===== config.mk =====
export PLATFORM = sky130hd
export DESIGN_NAME = mcsw_ctrl
export DESIGN_NICKNAME = d
export VERILOG_FILES = /design/src/rtl/mcsw_pkg.sv /design/src/rtl/mcsw_free_pool.sv /design/src/rtl/mcsw_addr_q.sv /design/src/rtl/mcsw_copy_cnt.sv /design/src/rtl/mcsw_ctrl.sv
export SDC_FILE = /design/constraint.sdc
export NUM_CORES = 1
export LEC_CHECK = 0
export CORE_UTILIZATION = 35
export DETAILED_ROUTE_END_ITERATION = 8
export DONT_BUFFER_PORTS = 1
export GPL_TIMING_DRIVEN = 0
export PLACE_DENSITY = 0.55
export SLEW_MARGIN = 20
export SYNTH_ARGS = -nofsm -noshare
export SYNTH_HDL_FRONTEND = slang
export SYNTH_HIERARCHICAL = 1
export SYNTH_SLANG_ARGS = --single-unit

===== constraint.sdc =====
create_clock -name clk -period 13.45 [get_ports clk]
set_clock_uncertainty 0.15 [all_clocks]
set_input_delay 2.69 -clock clk [delete_from_list [all_inputs] [get_ports clk]]
set_output_delay 2.69 -clock clk [all_outputs]
set_load 0.005 [all_outputs]

===== src/rtl/mcsw_pkg.sv =====
package mcsw_pkg;

    // admission outcome for the cell offered in the current cycle
    typedef enum logic [1:0] {
        ADM_IDLE  = 2'd0,
        ADM_STORE = 2'd1,
        ADM_DROP  = 2'd2
    } adm_e;

endpackage


===== src/rtl/mcsw_free_pool.sv =====
// Pool of unused buffer addresses: one take and up to N_REL returns per cycle.
module mcsw_free_pool #(
    parameter int DEPTH = 8,
    parameter int N_REL = 4,
    localparam int AW = $clog2(DEPTH)
) (
    input  logic                      clk,
    input  logic                      rst_n,
    input  logic [N_REL-1:0]          rel_vld,
    input  logic [N_REL-1:0][AW-1:0]  rel_addr,
    input  logic                      take,
    output logic                      avail,
    output logic [AW-1:0]             grant_addr
);
    localparam int IW  = (N_REL > 1) ? $clog2(N_REL) : 1;
    localparam int CNW = AW + 1;

    logic [AW-1:0]  slot_q [DEPTH];
    logic [AW-1:0]  head_q, tail_q;
    logic [CNW-1:0] level_q;

    logic           empty, any_rel, found;
    logic [IW-1:0]  first_idx;
    logic [N_REL-1:0] push_m;
    logic [AW-1:0]  wr_pos [N_REL];
    logic [AW-1:0]  acc;
    logic [CNW-1:0] n_push;
    logic           pop;

    assign empty   = (level_q == '0);
    assign any_rel = |rel_vld;
    assign avail   = !empty || any_rel;
    assign pop     = take && !empty;

    always_comb begin
        first_idx = '0;
        found     = 1'b0;
        for (int i = 0; i < N_REL; i++) begin
            if (rel_vld[i] && !found) begin
                first_idx = IW'(i);
                found     = 1'b1;
            end
        end
    end

    assign grant_addr = empty ? rel_addr[first_idx] : slot_q[head_q];

    always_comb begin
        push_m = rel_vld;
        if (take && empty) push_m[first_idx] = 1'b0;   // bypassed, not stored
        acc    = tail_q;
        n_push = '0;
        for (int i = 0; i < N_REL; i++) begin
            wr_pos[i] = acc;
            if (push_m[i]) begin
                acc    = acc + 1'b1;
                n_push = n_push + 1'b1;
            end
        end
    end

    always_ff @(posedge clk) begin
        if (!rst_n) begin
            for (int k = 0; k < DEPTH; k++) slot_q[k] <= AW'(k);
            head_q  <= '0;
            tail_q  <= '0;
            level_q <= CNW'(DEPTH);
        end else begin
            for (int i = 0; i < N_REL; i++) begin
                if (push_m[i]) slot_q[wr_pos[i]] <= rel_addr[i];
            end
            if (pop) head_q <= head_q + 1'b1;
            tail_q  <= acc;
            level_q <= level_q + n_push - CNW'(pop);
        end
    end

    AST_FREE_LEVEL: assert property (@(posedge clk) disable iff (!rst_n)
        level_q <= CNW'(DEPTH));
    AST_FREE_TAKE: assert property (@(posedge clk) disable iff (!rst_n)
        take |-> avail);

endmodule


===== src/rtl/mcsw_addr_q.sv =====
// Address queue of one output.
module mcsw_addr_q #(
    parameter int QDEPTH = 8,
    parameter int AW = 3
) (
    input  logic          clk,
    input  logic          rst_n,
    input  logic          push,
    input  logic [AW-1:0] push_addr,
    input  logic          pop,
    output logic          nonempty,
    output logic          full,
    output logic [AW-1:0] head_addr
);
    localparam int QW = $clog2(QDEPTH);

    logic [AW-1:0] ent_q [QDEPTH];
    logic [QW-1:0] rd_q, wr_q;
    logic [QW:0]   fill_q;

    assign nonempty  = (fill_q != '0);
    assign full      = (fill_q == (QW+1)'(QDEPTH));
    assign head_addr = ent_q[rd_q];

    always_ff @(posedge clk) begin
        if (!rst_n) begin
            rd_q   <= '0;
            wr_q   <= '0;
            fill_q <= '0;
        end else begin
            if (push) begin
                ent_q[wr_q] <= push_addr;
                wr_q        <= wr_q + 1'b1;
            end
            if (pop) rd_q <= rd_q + 1'b1;
            fill_q <= fill_q + (QW+1)'(push) - (QW+1)'(pop);
        end
    end

    AST_Q_NO_OVERFLOW: assert property (@(posedge clk) disable iff (!rst_n)
        push |-> !full);
    AST_Q_NO_UNDERFLOW: assert property (@(posedge clk) disable iff (!rst_n)
        pop |-> nonempty);

endmodule


===== src/rtl/mcsw_copy_cnt.sv =====
// Remaining-copy counter per buffer address, with merged same-cycle decrements.
module mcsw_copy_cnt #(
    parameter int DEPTH = 8,
    parameter int N_DEC = 4,
    parameter int AW = 3,
    parameter int CW = 3
) (
    input  logic                      clk,
    input  logic                      rst_n,
    input  logic                      ld,
    input  logic [AW-1:0]             ld_addr,
    input  logic [CW-1:0]             ld_val,
    input  logic [N_DEC-1:0]          dec_vld,
    input  logic [N_DEC-1:0][AW-1:0]  dec_addr,
    output logic [N_DEC-1:0]          rel_vld
);
    logic [CW-1:0] cnt_q [DEPTH];
    logic [CW-1:0] cnt_d [DEPTH];
    logic [CW-1:0] tot   [DEPTH];
    logic [CW-1:0] same  [N_DEC];
    logic [N_DEC-1:0] lead;

    always_comb begin
        for (int a = 0; a < DEPTH; a++) begin
            tot[a] = '0;
            for (int i = 0; i < N_DEC; i++) begin
                if (dec_vld[i] && dec_addr[i] == AW'(a)) tot[a] = tot[a] + 1'b1;
            end
            cnt_d[a] = cnt_q[a] - tot[a];
            if (ld && ld_addr == AW'(a)) cnt_d[a] = ld_val;
        end
    end

    always_comb begin
        for (int i = 0; i < N_DEC; i++) begin
            same[i] = '0;
            lead[i] = 1'b1;
            for (int j = 0; j < N_DEC; j++) begin
                if (dec_vld[j] && dec_addr[j] == dec_addr[i]) begin
                    same[i] = same[i] + 1'b1;
                    if (j < i) lead[i] = 1'b0;
                end
            end
            rel_vld[i] = dec_vld[i] && lead[i] && (cnt_q[dec_addr[i]] == same[i]);
        end
    end

    always_ff @(posedge clk) begin
        if (!rst_n) begin
            for (int a = 0; a < DEPTH; a++) cnt_q[a] <= '0;
        end else begin
            for (int a = 0; a < DEPTH; a++) cnt_q[a] <= cnt_d[a];
        end
    end

    for (genvar g = 0; g < N_DEC; g++) begin : g_chk
        AST_CNT_LIVE: assert property (@(posedge clk) disable iff (!rst_n)
            dec_vld[g] |-> (cnt_q[dec_addr[g]] >= same[g]));
    end

endmodule


===== src/rtl/mcsw_ctrl.sv =====
// Shared-buffer multicast controller: single-copy storage, address fan-out.
module mcsw_ctrl #(
    parameter int N_PORTS = 4,
    parameter int DEPTH   = 8,
    parameter int QDEPTH  = 8,
    parameter int DATA_W  = 16
) (
    input  logic                        clk,
    input  logic                        rst_n,
    input  logic                        in_valid,
    input  logic [DATA_W-1:0]           in_data,
    input  logic [N_PORTS-1:0]          in_dest,
    output logic                        in_drop,
    output logic [N_PORTS-1:0]          out_valid,
    input  logic [N_PORTS-1:0]          out_ready,
    output logic [N_PORTS*DATA_W-1:0]   out_data
);
    import mcsw_pkg::*;

    localparam int AW = $clog2(DEPTH);
    localparam int CW = $clog2(N_PORTS + 1);

    logic [DATA_W-1:0]          cell_q [DEPTH];
    logic [N_PORTS-1:0]         q_full, q_pop;
    logic [N_PORTS-1:0][AW-1:0] q_head;
    logic [N_PORTS-1:0]         rel_vld;
    logic                       avail, take;
    logic [AW-1:0]              grant_addr;
    logic [CW-1:0]              fanout;
    adm_e                       adm;

    // admission decision
    always_comb begin
        if (!in_valid)
            adm = ADM_IDLE;
        else if (in_dest == '0 || (in_dest & q_full) != '0 || !avail)
            adm = ADM_DROP;
        else
            adm = ADM_STORE;
    end

    // admission outputs
    always_comb begin
        take    = 1'b0;
        in_drop = 1'b0;
        unique case (adm)
            ADM_IDLE:  ;
            ADM_STORE: take    = 1'b1;
            ADM_DROP:  in_drop = 1'b1;
            default:   ;
        endcase
    end

    always_comb begin
        fanout = '0;
        for (int i = 0; i < N_PORTS; i++) fanout = fanout + CW'(in_dest[i]);
    end

    assign q_pop = out_valid & out_ready;

    mcsw_free_pool #(.DEPTH(DEPTH), .N_REL(N_PORTS)) u_pool (
        .clk        (clk),
        .rst_n      (rst_n),
        .rel_vld    (rel_vld),
        .rel_addr   (q_head),
        .take       (take),
        .avail      (avail),
        .grant_addr (grant_addr)
    );

    mcsw_copy_cnt #(.DEPTH(DEPTH), .N_DEC(N_PORTS), .AW(AW), .CW(CW)) u_cnt (
        .clk      (clk),
        .rst_n    (rst_n),
        .ld       (take),
        .ld_addr  (grant_addr),
        .ld_val   (fanout),
        .dec_vld  (q_pop),
        .dec_addr (q_head),
        .rel_vld  (rel_vld)
    );

    for (genvar g = 0; g < N_PORTS; g++) begin : g_out
        mcsw_addr_q #(.QDEPTH(QDEPTH), .AW(AW)) u_q (
            .clk       (clk),
            .rst_n     (rst_n),
            .push      (take && in_dest[g]),
            .push_addr (grant_addr),
            .pop       (q_pop[g]),
            .nonempty  (out_valid[g]),
            .full      (q_full[g]),
            .head_addr (q_head[g])
        );

        assign out_data[g*DATA_W +: DATA_W] = cell_q[q_head[g]];

        AST_HOLD_DATA: assert property (@(posedge clk) disable iff (!rst_n)
            (out_valid[g] && !out_ready[g]) |=>
                (out_valid[g] && $stable(out_data[g*DATA_W +: DATA_W])));
    end

    always_ff @(posedge clk) begin
        if (take) cell_q[grant_addr] <= in_data;
    end

    AST_DROP_ZERO_DEST: assert property (@(posedge clk) disable iff (!rst_n)
        (in_valid && in_dest == '0) |-> in_drop);
    AST_DROP_NEEDS_CELL: assert property (@(posedge clk) disable iff (!rst_n)
        in_drop |-> in_valid);

endmodule


== Word-level counts from Yosys, hierarchy flattened ==
Memory sizes are Yosys's and may differ from the RTL's. A register that Yosys moved wholly into a read port is not among the register bits.
Index checks and enable logic that the tools add are counted.

* Register bits: 50
* Bits in writable memories: 272
* Input bits: 27
* Memories: 7
* Output and inout bits: 69

* Order comparisons: 2
* Add/subtract/negate cells: 73
* Muxes and demuxes: 144
* Reduce and logical (&&, ||, !) cells: 94
* Equality and inequality tests: 57
* Bitwise gates (word level): 12

{| class="wikitable"
|+ Memory list
! memory !! depth !! width !! rd ports !! clocked after Yosys merged registers in !! wr ports !! RTL line !! source
|-
| cell_q || 8 || 16 || 4 || 0 || 1 || mcsw_ctrl.sv:23 || <nowiki>logic [DATA_W-1:0] cell_q [DEPTH];</nowiki>
|-
| g_out[0].u_q.ent_q || 8 || 3 || 1 || 1 || 1 || mcsw_addr_q.sv:17 || <nowiki>logic [AW-1:0] ent_q [QDEPTH];</nowiki>
|-
| g_out[1].u_q.ent_q || 8 || 3 || 1 || 1 || 1 || mcsw_addr_q.sv:17 ||
|-
| g_out[2].u_q.ent_q || 8 || 3 || 1 || 1 || 1 || mcsw_addr_q.sv:17 ||
|-
| g_out[3].u_q.ent_q || 8 || 3 || 1 || 1 || 1 || mcsw_addr_q.sv:17 ||
|-
| u_cnt.cnt_q || 8 || 3 || 12 || 0 || 8 || mcsw_copy_cnt.sv:17 || <nowiki>logic [CW-1:0] cnt_q [DEPTH];</nowiki>
|-
| 1 more memories || - || - || - || - || - || - ||
|}

{| class="wikitable"
|+ Operators with widths
! cell !! number
|-
| two-way mux 3 bit || 76
|-
| adder 3 x 1 -> 3 bit (second input constant) || 37
|-
| logical AND 1 bit || 69
|-
| == test 3 bit (second input constant) || 20
|-
| two-way mux 1 bit || 58
|-
| == test 3 bit || 16
|-
| == test 3 x 2 -> 1 bit (second input constant) || 10
|-
| adder 1 x 1 -> 2 bit (second input constant) || 13
|-
| subtractor 3 bit || 8
|-
| nonzero test 4 bit || 5
|-
| subtractor 4 x 1 -> 4 bit || 5
|-
| adder 4 x 1 -> 4 bit || 4
|-
| == test 4 bit (second input constant) || 4
|-
| two-way mux 4 bit || 4
|-
| == test 3 x 1 -> 1 bit (second input constant) || 5
|-
| logical NOT 3 bit || 5
|-
| AND 4 bit || 3
|-
| OR reduction 3 bit || 4
|-
| adder 4 x 1 -> 4 bit (second input constant) || 2
|-
| logical NOT 4 bit || 2
|-
| two-way mux 2 bit || 4
|-
| OR 1 bit || 8
|-
| binary-select mux 3 bit (select 2 bit) || 1
|-
| logical NOT 1 bit || 5
|-
| 12 further kinds || 14
|}

== Depth between registers and ports, before layout ==
* Depth after elaboration: 37
* Mapped depth: 40
* Mapped depth without buffers: 35

== Cells and area by module ==
Netlist, hierarchy kept.

{| class="wikitable"
|+ Modules (own cells, without submodules)
! module !! cells an instance !! area each (um^2) !! instances
|-
| mcsw_ctrl || 395 || 8368.0 || 1
|-
| mcsw_addr_q || 105 || 1589.0 || 4
|-
| mcsw_copy_cnt || 515 || 4510.6 || 1
|-
| mcsw_free_pool || 372 || 3570.9 || 1
|}

== Worst setup path after synthesis ==
OpenSTA, ideal clock, no wires.

* Kind: input to register
* From: input port out_ready[2]
* To: memory cell_q[0][0], enable pin
* Slack: 4.226 ns
* Stages: 18
* Arrival: 8.644 ns
* Path buffers: 3
* Required time: 12.870 ns
* Cells stage by stage: and2_1 > buf_2 > inv_1 > o41a_1 > or2_2 > ha_1 > and3_1 > nor4_2 > o2111a_1 > buf_2 > buf_2 > nor2_1 > o21ai_0 > mux4_2 > nand2_1 > o21ai_0 > nand2b_1 > nor4_1

* Word-level cells in the longest chain between the ends: 20

{| class="wikitable"
|+ RTL lines
! item !! RTL line !! source
|-
| start: declaration || mcsw_ctrl.sv:15 || <nowiki>input logic [N_PORTS-1:0] out_ready,</nowiki>
|-
| AND 4 bit * || mcsw_ctrl.sv:59 || <nowiki>assign q_pop = out_valid & out_ready;</nowiki>
|-
| logical AND 1 bit * || mcsw_copy_cnt.sv:39 || <nowiki>if (dec_vld[j] && dec_addr[j] == dec_addr[i]) begin</nowiki>
|-
| two-way mux 3 bit * || mcsw_copy_cnt.sv:39 ||
|-
| adder 3 x 1 -> 3 bit || mcsw_copy_cnt.sv:40 || <nowiki>same[i] = same[i] + 1'b1;</nowiki>
|-
| two-way mux 3 bit * || mcsw_copy_cnt.sv:39 ||
|-
| == test 3 bit * || mcsw_copy_cnt.sv:44 || <nowiki>rel_vld[i] = dec_vld[i] && lead[i] && (cnt_q[dec_addr[i]] == same[i]);</nowiki>
|-
| logical AND 1 bit * || mcsw_copy_cnt.sv:44 ||
|-
| named net rel_vld[0] || mcsw_ctrl.sv:26 || <nowiki>logic [N_PORTS-1:0] rel_vld;</nowiki>
|-
| [... 6 more ...] || - ||
|-
| two-way mux 1 bit || mcsw_free_pool.sv:39 || <nowiki>if (rel_vld[i] && !found) begin</nowiki>
|-
| logical NOT 1 bit || mcsw_free_pool.sv:39 ||
|-
| logical AND 1 bit || mcsw_free_pool.sv:39 ||
|-
| two-way mux 2 bit * || mcsw_free_pool.sv:39 ||
|-
| binary-select mux 3 bit (select 2 bit) * || mcsw_free_pool.sv:46 || <nowiki>assign grant_addr = empty ? rel_addr[first_idx] : slot_q[head_q];</nowiki>
|-
| two-way mux 3 bit (not written as such) * || mcsw_free_pool.sv:46 ||
|-
| two-way mux 3 bit * || mcsw_free_pool.sv:46 ||
|-
| named net grant_addr[0] || mcsw_ctrl.sv:28 || <nowiki>logic [AW-1:0] grant_addr;</nowiki>
|-
| end: declaration || mcsw_ctrl.sv:23 ||
|}

Mark *: on every way through the listed nets, which the timed path passes. The rest lies on a longest branch. The select of a mux whose other input is x is not followed.

==> results.yml <==
cts:
  cts.clk_slew.worst_paths_ns: 0.06
  cts-htree-levels: 2
  cts.sinks: 337
  cts_hold_repair.buffers: 0
  clock_latency_ns: 0.56
  clockBufferDepth: 3
  tritoncts.num_buffers: 40
  cts_resized: 0
  cts_root_buf: "clkbuf_16"
  clock_tree_from_tritoncts: "built"
  cts_setup_buffers: 0
yosys:
  post_synthesis_sequential_area_ratio: 0.405
  synth-seq-cells: 337
  ys_warn_count: 6
  syn-cell-area_um2: 22800
  post_synth_inst_count: 1702
  postSynth.topFlopCell: "edfxtp_1"
  number_of_enable_flip_flop_cells_after_synthesis: 248
  async_reset_ff_frac: 0
  syn-mean-instance-area_um2: 13.4
  synthDistinctLibCells: 93
  syn_nets: 1853
routing:
  avgRoutedWirePerCell_um: 22.8
  detail_route.wirelength_um: 60600
  vias: 14800
  antenna_violating_nets_post_route: 0
  drc_errors: 0
  routed_vias_inst: 5.59
  drt_iter0_markers: 1052
  drt_first_pass_iters: 6
run_status:
  outcome: "finished clean"
timing:
  worst_pin_slew_ns: 1.03
  fin_crit_sh: 0.810
  hold-worst-slack_ns: 0.351
  timing.final.setup_violations: 0
  achievable-frequency_mhz: 91.7
  hold_violations: 0
  finalMaxSlewViolations: 0
  rsz0062_at_grt: "false"
  max_slew_margin: 0.316
  timing.final.crit_period_ns: 10.90
global_route:
  grt_first_pass_wirelength_um: 91500
  track_usage: 0.182
  number_of_antenna_violations_at_the_first_check_in_global_routing: 0
  total_grt_overflow: 0
  number_of_global_route_vias_before_repair: 15000
  grt_start_max_net_pins: 31
setup_path:
  rr_endpoint: "u_pool/slot_q[5][1]"
  worst_setup_path_endpoint: "u_pool/slot_q[5][1]"
  worstSetupEndpointType: "flip-flop"
  reg2reg_slack_ns: 3.08
  critical_path.startpoint: "out_ready[1]"
  cp_data_arrival_time_ns: 11.05
  setup.worst_path.class: "in -> reg"
  start_kind: "primary input"
  worst-r2r-cell-count: 33
  cp.required_ns: 13.60
  timing.critical_path.fanout_max: 13
floorplan:
  io-pin-count: 96
  die_w_um: 257
  area_of_the_core_um2: 64500
  num_rows: 93
  floorplan.initialDensity: 0.354
  design.die.area_um2: 66200
  vertical_extent_of_the_die_um: 257
layout:
  num-nets-final: 1920
  post_route_cells_drive_above_1_share: 0.193
  ff_latch_area_um2: 9230
  filler_cell_count: 6042
  multi_input_comb_area_um2: 12700
  insertedDiodeCount: 0
  area_growth_pct: 12.3
job:
  max-cap-violations: 0
power_and_ir_drop:
  post-layout-total-power_mw: 5.96
  power_density_nw_per_um2: 233
  cellLeakagePower_nw: 9.47
  max-vdd-ir-drop_mv: 0.125
min_path:
  min_path_type: "reg -> reg"
place:
  numPortBuffers: 0
  gpl_congestion: 0.872
  estimated_wirelength_of_the_detail_placed_design_um: 43600
## sequential cells by signal, summed over array words and instances, names as in the netlist, named ones only
signal            cells
g_out.u_q/ent_q      96
u_pool/slot_q        24
g_out.u_q/rd_q       12
u_pool/head_q         3
u_pool/tail_q         3
u_cnt/cnt_q          24
u_pool/level_q        4
g_out.u_q/wr_q       12
cell_q              128
g_out.u_q/fill_q     16
## cell usage after synthesis (all sizes together) (4+ instances only)
cell type    n  share of area
inv        105          0.017
and4bb       7         0.0038
xor2        50          0.019
o32a         4         0.0018
nand2b      22         0.0060
nand4       14         0.0038
dfxtp       89          0.078
clkbuf      30         0.0052
a22oi        5         0.0016
a21o         6         0.0020
mux2i       64          0.029
nand3b       4         0.0013
nand2       99          0.016
xnor2       62          0.025
nor4        12         0.0045
mux4       183           0.20
a21oi       27         0.0066
o211ai       4         0.0019
fa          14          0.012
nor2        87          0.014
and3        10         0.0030
edfxtp     248           0.33
buf         70          0.022
nor3        42          0.011
and2        43          0.012
nor2b       20         0.0055
mux2        98          0.049
nand3       46          0.011
or3b         5         0.0019
o22ai        7         0.0019
o21ai       23         0.0052
nand4b      10         0.0038
xnor3        5         0.0049
or2          5         0.0014
ha         110          0.060
or3          7         0.0026
a211oi      17         0.0056
## cells by family after synthesis
family,share of synthesized area
AO/OA/AOI/OAI,0.0411
XOR/XNOR,0.0491
adder cells (fa/ha/maj),0.0726
buffers and inverters,0.0442
flip-flops,0.405
multiplexers,0.281
AND/OR/NAND/NOR,0.108
## cells in the final DEF (no fill, tap or decap), types with 14 or more instances in the layout
master	instances
edfxtp_1	248
mux4_1	138
ha_1	110
inv_1	103
nand2_1	99
mux2_2	93
dfxtp_1	89
nor2_1	86
mux2i_1	63
xnor2_1	60
xor2_1	50
mux4_2	45
and2_1	43
nand3_1	42
clkbuf_16	40
buf_6	33
nor3_1	30
clkbuf_1	28
buf_2	28
a21oi_1	25
nand2b_1	22
nor2b_1	20
o21ai_0	18
buf_1	17
a211oi_1	17
nand4_1	14
fa_1	14
buf_4	14
## per-stage QoR
stage               area (µm²)  instances  worst slack (ns)  TNS, ns  utilization
global placement         23900       2557           -0.0848    -1.32        0.370
floorplan                22800       1702              4.23        0            -
detailed placement       24200       2582              2.00        0        0.376
finish                   25600       2654              2.55        0        0.397
global route             25600       2654              2.08        0        0.397
CTS                      25600       2654              2.58        0        0.397
## where the power goes
part | internal, mW | leakage (nW) | switching, mW
Combinational | 1.41 | 5.82 | 1.88
Clock | 0.688 | 0.685 | 0.450
Sequential | 1.40 | 2.97 | 0.128
Total | 3.50 | 9.47 | 2.46
## per-layer routing
metal	share of wire	track usage
met4	0.028	0.0656
met2	0.48	0.301
met3	0.061	0.0290
met5	0	0
met1	0.43	0.240
## critical path, stage by stage
cell and delay (ns):
and2_1 0.59, inv_1 0.28, ha_1 0.39, xnor2_1 0.29
ha_1 0.21, nand2_1 0.05, nor4_1 0.29, xnor3_1 0.20
nand2_1 0.06, and4bb_1 0.50, buf_2 0.29, nor2_1 0.08
nand3_1 0.23, nand4_1 0.47, buf_2 0.41, nor2_1 0.68
clkbuf_1 0.43, a21boi_2 0.24, inv_2 0.18, buf_2 0.26
nand3_1 0.13, nand2_1 0.24, ha_1 0.29, o21ai_2 0.46
inv_1 0.29, or3_4 0.48, mux2_4 0.30
## area by class of cell
cell class	instances	share of cell area
clock inverters	26	0.0125
multi-input cells	1160	0.494
inverters	105	0.0154
well taps	855	0.0418
repair buffers	25	0.0104
plain buffers	100	0.0240
flip-flops and latches	337	0.360
clock buffers	46	0.0415
## worst min-delay path by stage
stage | from | to | slack (ns) | depth (start not counted)
after floorplan | u_pool/head_q[1] | flip-flop | 0.32 | 2
after global placement | u_pool/head_q[1] | u_pool/head_q[1] | 0.35 | 2
after detailed placement | u_pool/head_q[1] | u_pool/head_q[1] | 0.35 | 2
after CTS | u_pool/head_q[1] | u_pool/head_q[1] | 0.36 | 2
after global routing | u_pool/head_q[1] | flip-flop | 0.39 | 2
final | u_pool/head_q[1] | u_pool/head_q[1] | 0.35 | 2
(Power assumes the default switching activity.)
